### config.mk
export PLATFORM = sky130hd
export DESIGN_NAME = addr_uart_rx
export DESIGN_NICKNAME = d
export VERILOG_FILES = /design/src/rtl/arx_pkg.sv /design/src/rtl/arx_sync.sv /design/src/rtl/arx_deframer.sv /design/src/rtl/arx_rxbuf.sv /design/src/rtl/addr_uart_rx.sv
export SDC_FILE = /design/constraint.sdc
export NUM_CORES = 1
export LEC_CHECK = 0
export ABC_AREA = 0
export BUFFER_PORTS_ARGS = -buffer_cell sky130_fd_sc_hd__buf_4
export CORE_MARGIN = 5
export CORE_UTILIZATION = 40
export DETAILED_ROUTE_END_ITERATION = 8
export GPL_ROUTABILITY_DRIVEN = 0
export PLACE_DENSITY = 0.68
export SLEW_MARGIN = 20
export SYNTH_ARGS = -nofsm -noshare
export SYNTH_HDL_FRONTEND = slang
export SYNTH_SLANG_ARGS = --single-unit
### constraint.sdc
create_clock -name clk -period 1.6 [get_ports clk]
set_input_delay 0.32 -clock clk [delete_from_list [all_inputs] [get_ports clk]]
set_output_delay 0.32 -clock clk [all_outputs]
set_load 0.01 [all_outputs]
### src/rtl/arx_pkg.sv
package arx_pkg;

    localparam int unsigned FRAME_W = 9;

    typedef enum logic [2:0] {
        ST_IDLE,
        ST_START,
        ST_DATA,
        ST_STOP,
        ST_HOLD
    } rx_state_e;

    typedef struct packed {
        logic [FRAME_W-1:0] bits;
        logic               ferr;
    } rx_frame_t;

    function automatic logic vote3(input logic a, input logic b, input logic c);
        return (a & b) | (a & c) | (b & c);
    endfunction

    function automatic logic is_address(input rx_frame_t f);
        return f.bits[FRAME_W-1];
    endfunction

endpackage

### src/rtl/arx_sync.sv
module arx_sync #(
    parameter int unsigned STAGES = 2
) (
    input  logic clk,
    input  logic rst,
    input  logic d_i,
    output logic q_o
);
    logic [STAGES-1:0] chain_q;

    generate
        if (STAGES == 1) begin : g_single
            always_ff @(posedge clk) begin
                if (rst) chain_q <= '1;
                else     chain_q <= d_i;
            end
        end else begin : g_multi
            always_ff @(posedge clk) begin
                if (rst) chain_q <= '1;
                else     chain_q <= {chain_q[STAGES-2:0], d_i};
            end
        end
    endgenerate

    assign q_o = chain_q[STAGES-1];

endmodule

### src/rtl/arx_deframer.sv
module arx_deframer
    import arx_pkg::*;
#(
    parameter int unsigned OSR = 16
) (
    input  logic      clk,
    input  logic      rst,
    input  logic      rx_i,
    input  logic      tick_i,
    output logic      done_o,
    output rx_frame_t frame_o
);
    localparam int unsigned CNT_W = $clog2(OSR);
    localparam int unsigned IDX_W = $clog2(FRAME_W);
    localparam logic [CNT_W-1:0] S_A  = CNT_W'(OSR/2 - 1);
    localparam logic [CNT_W-1:0] S_B  = CNT_W'(OSR/2);
    localparam logic [CNT_W-1:0] S_C  = CNT_W'(OSR/2 + 1);
    localparam logic [CNT_W-1:0] LAST = CNT_W'(OSR - 1);
    localparam logic [IDX_W-1:0] TOP  = IDX_W'(FRAME_W - 1);

    rx_state_e          state_q;
    logic [CNT_W-1:0]   cnt_q;
    logic [IDX_W-1:0]   idx_q;
    logic [FRAME_W-1:0] shreg_q;
    logic               va_q, vb_q;
    logic               bitval;

    always_comb bitval = vote3(va_q, vb_q, rx_i);

    always_ff @(posedge clk) begin
        if (rst) begin
            state_q <= ST_IDLE;
            cnt_q   <= '0;
            idx_q   <= '0;
            shreg_q <= '0;
            va_q    <= 1'b1;
            vb_q    <= 1'b1;
            done_o  <= 1'b0;
            frame_o <= '0;
        end else begin
            done_o <= 1'b0;
            if (tick_i) begin
                if (state_q == ST_IDLE) begin
                    if (!rx_i) begin
                        state_q <= ST_START;
                        cnt_q   <= CNT_W'(1);
                    end
                end else if (state_q == ST_HOLD) begin
                    if (rx_i) state_q <= ST_IDLE;
                end else begin
                    cnt_q <= (cnt_q == LAST) ? '0 : cnt_q + 1'b1;
                    if (cnt_q == S_A) va_q <= rx_i;
                    if (cnt_q == S_B) vb_q <= rx_i;
                    unique case (state_q)
                        ST_START: begin
                            if (cnt_q == S_C && bitval) begin
                                state_q <= ST_IDLE;
                            end else if (cnt_q == LAST) begin
                                state_q <= ST_DATA;
                                idx_q   <= '0;
                            end
                        end
                        ST_DATA: begin
                            if (cnt_q == S_C) shreg_q <= {bitval, shreg_q[FRAME_W-1:1]};
                            if (cnt_q == LAST) begin
                                if (idx_q == TOP) state_q <= ST_STOP;
                                else              idx_q   <= idx_q + 1'b1;
                            end
                        end
                        ST_STOP: begin
                            if (cnt_q == S_C) begin
                                frame_o.bits <= shreg_q;
                                frame_o.ferr <= ~bitval;
                                done_o       <= 1'b1;
                                state_q      <= bitval ? ST_IDLE : ST_HOLD;
                            end
                        end
                        default: state_q <= ST_IDLE;
                    endcase
                end
            end
        end
    end

    assert_done_single_R1: assert property (@(posedge clk) disable iff (rst)
        done_o |=> !done_o);

    assert_false_start_R8: assert property (@(posedge clk) disable iff (rst)
        (state_q == ST_START && tick_i && cnt_q == S_C && bitval) |=> state_q == ST_IDLE);

    assert_hold_no_start_R10: assert property (@(posedge clk) disable iff (rst)
        (state_q == ST_HOLD) |=> (state_q == ST_HOLD || state_q == ST_IDLE));

    assert_hold_waits_high_R10: assert property (@(posedge clk) disable iff (rst)
        (state_q == ST_HOLD && !rx_i) |=> state_q == ST_HOLD);

endmodule

### src/rtl/arx_rxbuf.sv
module arx_rxbuf
    import arx_pkg::*;
(
    input  logic      clk,
    input  logic      rst,
    input  logic      done_i,
    input  rx_frame_t frame_i,
    input  logic      aden_we_i,
    input  logic      aden_d_i,
    input  logic      rd_i,
    output rx_frame_t buf_o,
    output logic      full_o,
    output logic      ovr_o,
    output logic      aden_o
);
    rx_frame_t buf_q;
    logic      full_q, ovr_q, aden_q;
    logic      accept;

    always_comb accept = done_i & (~aden_q | is_address(frame_i));

    always_ff @(posedge clk) begin
        if (rst) begin
            aden_q <= 1'b0;
            buf_q  <= '0;
            full_q <= 1'b0;
            ovr_q  <= 1'b0;
        end else begin
            if (aden_we_i) aden_q <= aden_d_i;
            if (accept && (!full_q || rd_i)) begin
                buf_q  <= frame_i;
                full_q <= 1'b1;
            end else if (rd_i) begin
                full_q <= 1'b0;
            end
            if (accept && full_q && !rd_i) ovr_q <= 1'b1;
            else if (rd_i)                 ovr_q <= 1'b0;
        end
    end

    assign buf_o  = buf_q;
    assign full_o = full_q;
    assign ovr_o  = ovr_q;
    assign aden_o = aden_q;

    assert_load_open_R2: assert property (@(posedge clk) disable iff (rst)
        (done_i && !aden_q && !full_q) |=> (full_q && buf_q == $past(frame_i)));

    assert_drop_data_R3: assert property (@(posedge clk) disable iff (rst)
        (done_i && aden_q && !frame_i.bits[FRAME_W-1] && !rd_i)
        |=> ($stable(buf_q) && $stable(full_q) && $stable(ovr_q)));

    assert_load_addr_R4: assert property (@(posedge clk) disable iff (rst)
        (done_i && frame_i.bits[FRAME_W-1] && !full_q) |=> (full_q && buf_q == $past(frame_i)));

    assert_sticky_en_R5: assert property (@(posedge clk) disable iff (rst)
        (aden_q && !aden_we_i) |=> aden_q);

    assert_read_clear_R6: assert property (@(posedge clk) disable iff (rst)
        (rd_i && !done_i) |=> (!full_q && !ovr_q));

    assert_overrun_keep_R11: assert property (@(posedge clk) disable iff (rst)
        (accept && full_q && !rd_i) |=> (ovr_q && $stable(buf_q)));

endmodule

### src/rtl/addr_uart_rx.sv
module addr_uart_rx
    import arx_pkg::*;
#(
    parameter int unsigned OSR         = 16,
    parameter int unsigned SYNC_STAGES = 2
) (
    input  logic               clk,
    input  logic               rst,
    input  logic               rx_i,
    input  logic               tick_i,
    input  logic               aden_we_i,
    input  logic               aden_d_i,
    input  logic               rd_i,
    output logic [FRAME_W-1:0] buf_data_o,
    output logic               buf_ferr_o,
    output logic               ready_o,
    output logic               overrun_o,
    output logic               aden_o
);
    logic      rx_s;
    logic      done;
    rx_frame_t frame;
    rx_frame_t held;

    arx_sync #(.STAGES(SYNC_STAGES)) u_sync (
        .clk (clk),
        .rst (rst),
        .d_i (rx_i),
        .q_o (rx_s)
    );

    arx_deframer #(.OSR(OSR)) u_deframe (
        .clk     (clk),
        .rst     (rst),
        .rx_i    (rx_s),
        .tick_i  (tick_i),
        .done_o  (done),
        .frame_o (frame)
    );

    arx_rxbuf u_buf (
        .clk       (clk),
        .rst       (rst),
        .done_i    (done),
        .frame_i   (frame),
        .aden_we_i (aden_we_i),
        .aden_d_i  (aden_d_i),
        .rd_i      (rd_i),
        .buf_o     (held),
        .full_o    (ready_o),
        .ovr_o     (overrun_o),
        .aden_o    (aden_o)
    );

    assign buf_data_o = held.bits;
    assign buf_ferr_o = held.ferr;

endmodule

==> results.txt <==
status - complete, but fails checks
failing checks - negative setup slack
CP bufs+invs - 1
pre-CTS WS - -0.0664 ns
Synth area leaders - dfxtp_1 (47%), mux2i_1 (15%), nor2_1 (6.9%)
clock tree buffer depth - 2
ys flop type - dfxtp_1
CP Cell Sequence - inv_2 -> ha_4 -> and3b_2 -> a2111o_1 -> nand3_2 -> mux2_4
worst hold slack - 0.180 ns
crit path time final - 1.65 ns
placed insts - 313
initial antenna violation count - 0
fmax - 605 MHz
post-DP HPWL - 2820 um
core area - 5070 um2
syn avg cell area - 9.64 um2
number of enable flip-flop cells after synthesis - 0
unrepaired setup endpoints after global routing - yes
Worst EP arrival - 1.85 ns
clock slew at reported path FFs - 0.09 ns
Setup-failing EPs final - 2
layout cells sized above 1 - 27.8%
fin worst setup slack - -0.0517 ns
Synthesized Nets - 226
Peak VDD IR - 0.581 mV
WS Path Type - reg2reg
die footprint - 6690 um2
1st-iter DRT viols - 85
Critical Path RT - 1.80 ns
max_slew headroom - 71.9%
CP Launch Type - flip-flop
critical path fanouts, max - 3
first-pass GRT wire length - 7080 um
CTS Hold Bufs - 0
CTS tree - done
crit path capture type - flip-flop
Clock Tree Root - clkbuf_8
worst clock skew - 0.00703 ns
GRT Util Overall - 13.6%
Congestion Overflow GR - 0
largest net degree at the start of global routing - 42
non-filler cells, final - 325
PwrDens - 850 nW/um2
post-synthesis async set-or-reset flop share - 0%
Max Slew Vio Count - 0
top-count cell post-synth - dfxtp_1
Tightest Pin Transition - 0.421 ns
worst hold-check path type - in2reg
commonest cells in the synthesized netlist - dfxtp_1 (48), nor2_1 (38), mux2i_1 (31)
cell family with most CP delay - compound AO/OA/AOI/OAI gates
Cell Area, Synth - 2060 um2
largest area contributor in the netlist - dfxtp_1
IO buf count - 19
max_cap viols - 0
WL per Instance - 12.7 um
via count - 1,607
total negative slack - -0.0576 ns
yosys warns - 0
Largest stage delay, worst path - 0.38 ns
ANT nets after route - 0
post-synthesis sequential area ratio - 46.6%
P_leak - 1.05 nW
H-tree levels - 2
io pins - 20
critical path's slowest cell - a2111o_1
Initial Util - 40.7%
Mapped Cells - 214
Detailed Routing Iterations Pass 1 - 4
Die Wd - 81.8 um
synthesis-stage register bit count - 48
final routed DRC violation total - 0
# rows - 26
fin crit share - 103%
Final Hold Fails - 0
number of buffers created by CTS - 5
Die H - 81.8 um
CTS Sinks - 48
antenna diode count - 0
vias in the first global route - 1,579
Via density - 4.94
final WL - 4140 um
area grow syn2layout - 27.0%
top-area cell type share of the netlist area - 46.6%
Netlist cell types - 42
layout net count - 266
Core Util, Final - 51.7%
worst skew pair latency - 0.30 ns
==> sequential cells by signal, indices dropped and copies added (netlist names) <==
| register | flops |
|---|---|
| u_buf.aden_o | 1 |
| u_buf.buf_o | 10 |
| u_buf.full_o | 1 |
| u_buf.ovr_o | 1 |
| u_deframe.cnt_q | 4 |
| u_deframe.done_o | 1 |
| u_deframe.frame_o | 10 |
| u_deframe.idx_q | 4 |
| u_deframe.shreg_q | 9 |
| u_deframe.state_q | 3 |
| u_deframe.va_q | 1 |
| u_deframe.vb_q | 1 |
| u_sync.chain_q | 2 |
==> metal layers <==
metal	share of wire, %	track usage [%]
met4	1.6	5.48
met1	47	17.7
met3	2.9	3.62
met5	0	0
met2	48	21.2
==> cells by family after synthesis <==
logic type | count (synthesis) | share of synthesized area [%]
AO/OA/AOI/OAI | 30 | 9.82
XOR/XNOR | 1 | 0.425
multiplexers | 32 | 15.8
adder cells (fa/ha/maj) | 6 | 3.58
flip-flops | 48 | 46.6
buffers and inverters | 16 | 3.76
AND/OR/NAND/NOR | 81 | 20.1
==> path summary, 6_finish.rpt <==
path,start,end,slack [ns],depth (start not counted)
setup / recovery,u_deframe.cnt_q[1],u_deframe.state_q[0],-0.05,6
hold / removal,rd_i,u_buf.ovr_o,0.18,2
setup reg to reg,u_deframe.cnt_q[1],u_deframe.state_q[0],-0.05,6
hold reg to reg,u_sync.chain_q[0],u_sync.chain_q[1],0.42,1
==> timing repair <==
action | 4_1_cts | 5_1_grt
cloned | 0 | 1
endpoints found under the setup margin | 7 | 21
pin swaps | 2 | 1
setup buffers | 3 | 0
gates resized for setup | 5 | 6
==> stage by stage <==
| step | cell area, um2 | power (mW) |
|---|---|---|
| 3_3_place_gp | 2410 | 1.36 |
| 6_report | 2620 | 2.23 |
| 2_1_floorplan | 2070 | 1.31 |
| 4_1_cts | 2570 | 2.26 |
| 5_1_grt | 2620 | 2.33 |
| 3_5_place_dp | 2410 | 1.36 |
==> cell usage in the layout (no fill, tap or decap), types with 4 or more instances in the layout <==
cell type / count
dfxtp_1: 46
nand2_1: 5
nor3_1: 5
inv_1: 5
nor2_1: 38
mux2i_1: 31
a21oi_1: 9
nand2b_1: 7
nand3_1: 6
buf_4: 37
nand4_1: 4
clkbuf_8: 5
==> final cells by class <==
class	instances	area, um2
fill	503	2450
multi-input combinational	150	1060
sequential	48	963
timing repair buffer	42	365
tap	70	87.6
clock buffer	5	68.8
clock inverter	3	46.3
inverter	7	26.3
==> power breakdown <==
group / leakage (nW) / total (mW) / switching (mW) / internal [mW]
Combinational: 0.605 / 0.129 / 0.0688 / 0.0603
Sequential: 0.388 / 1.21 / 0.0113 / 1.20
Clock: 0.0548 / 0.885 / 0.415 / 0.471
Total: 1.05 / 2.23 / 0.495 / 1.73
No activity file was read; power rests on OpenSTA's default activity.
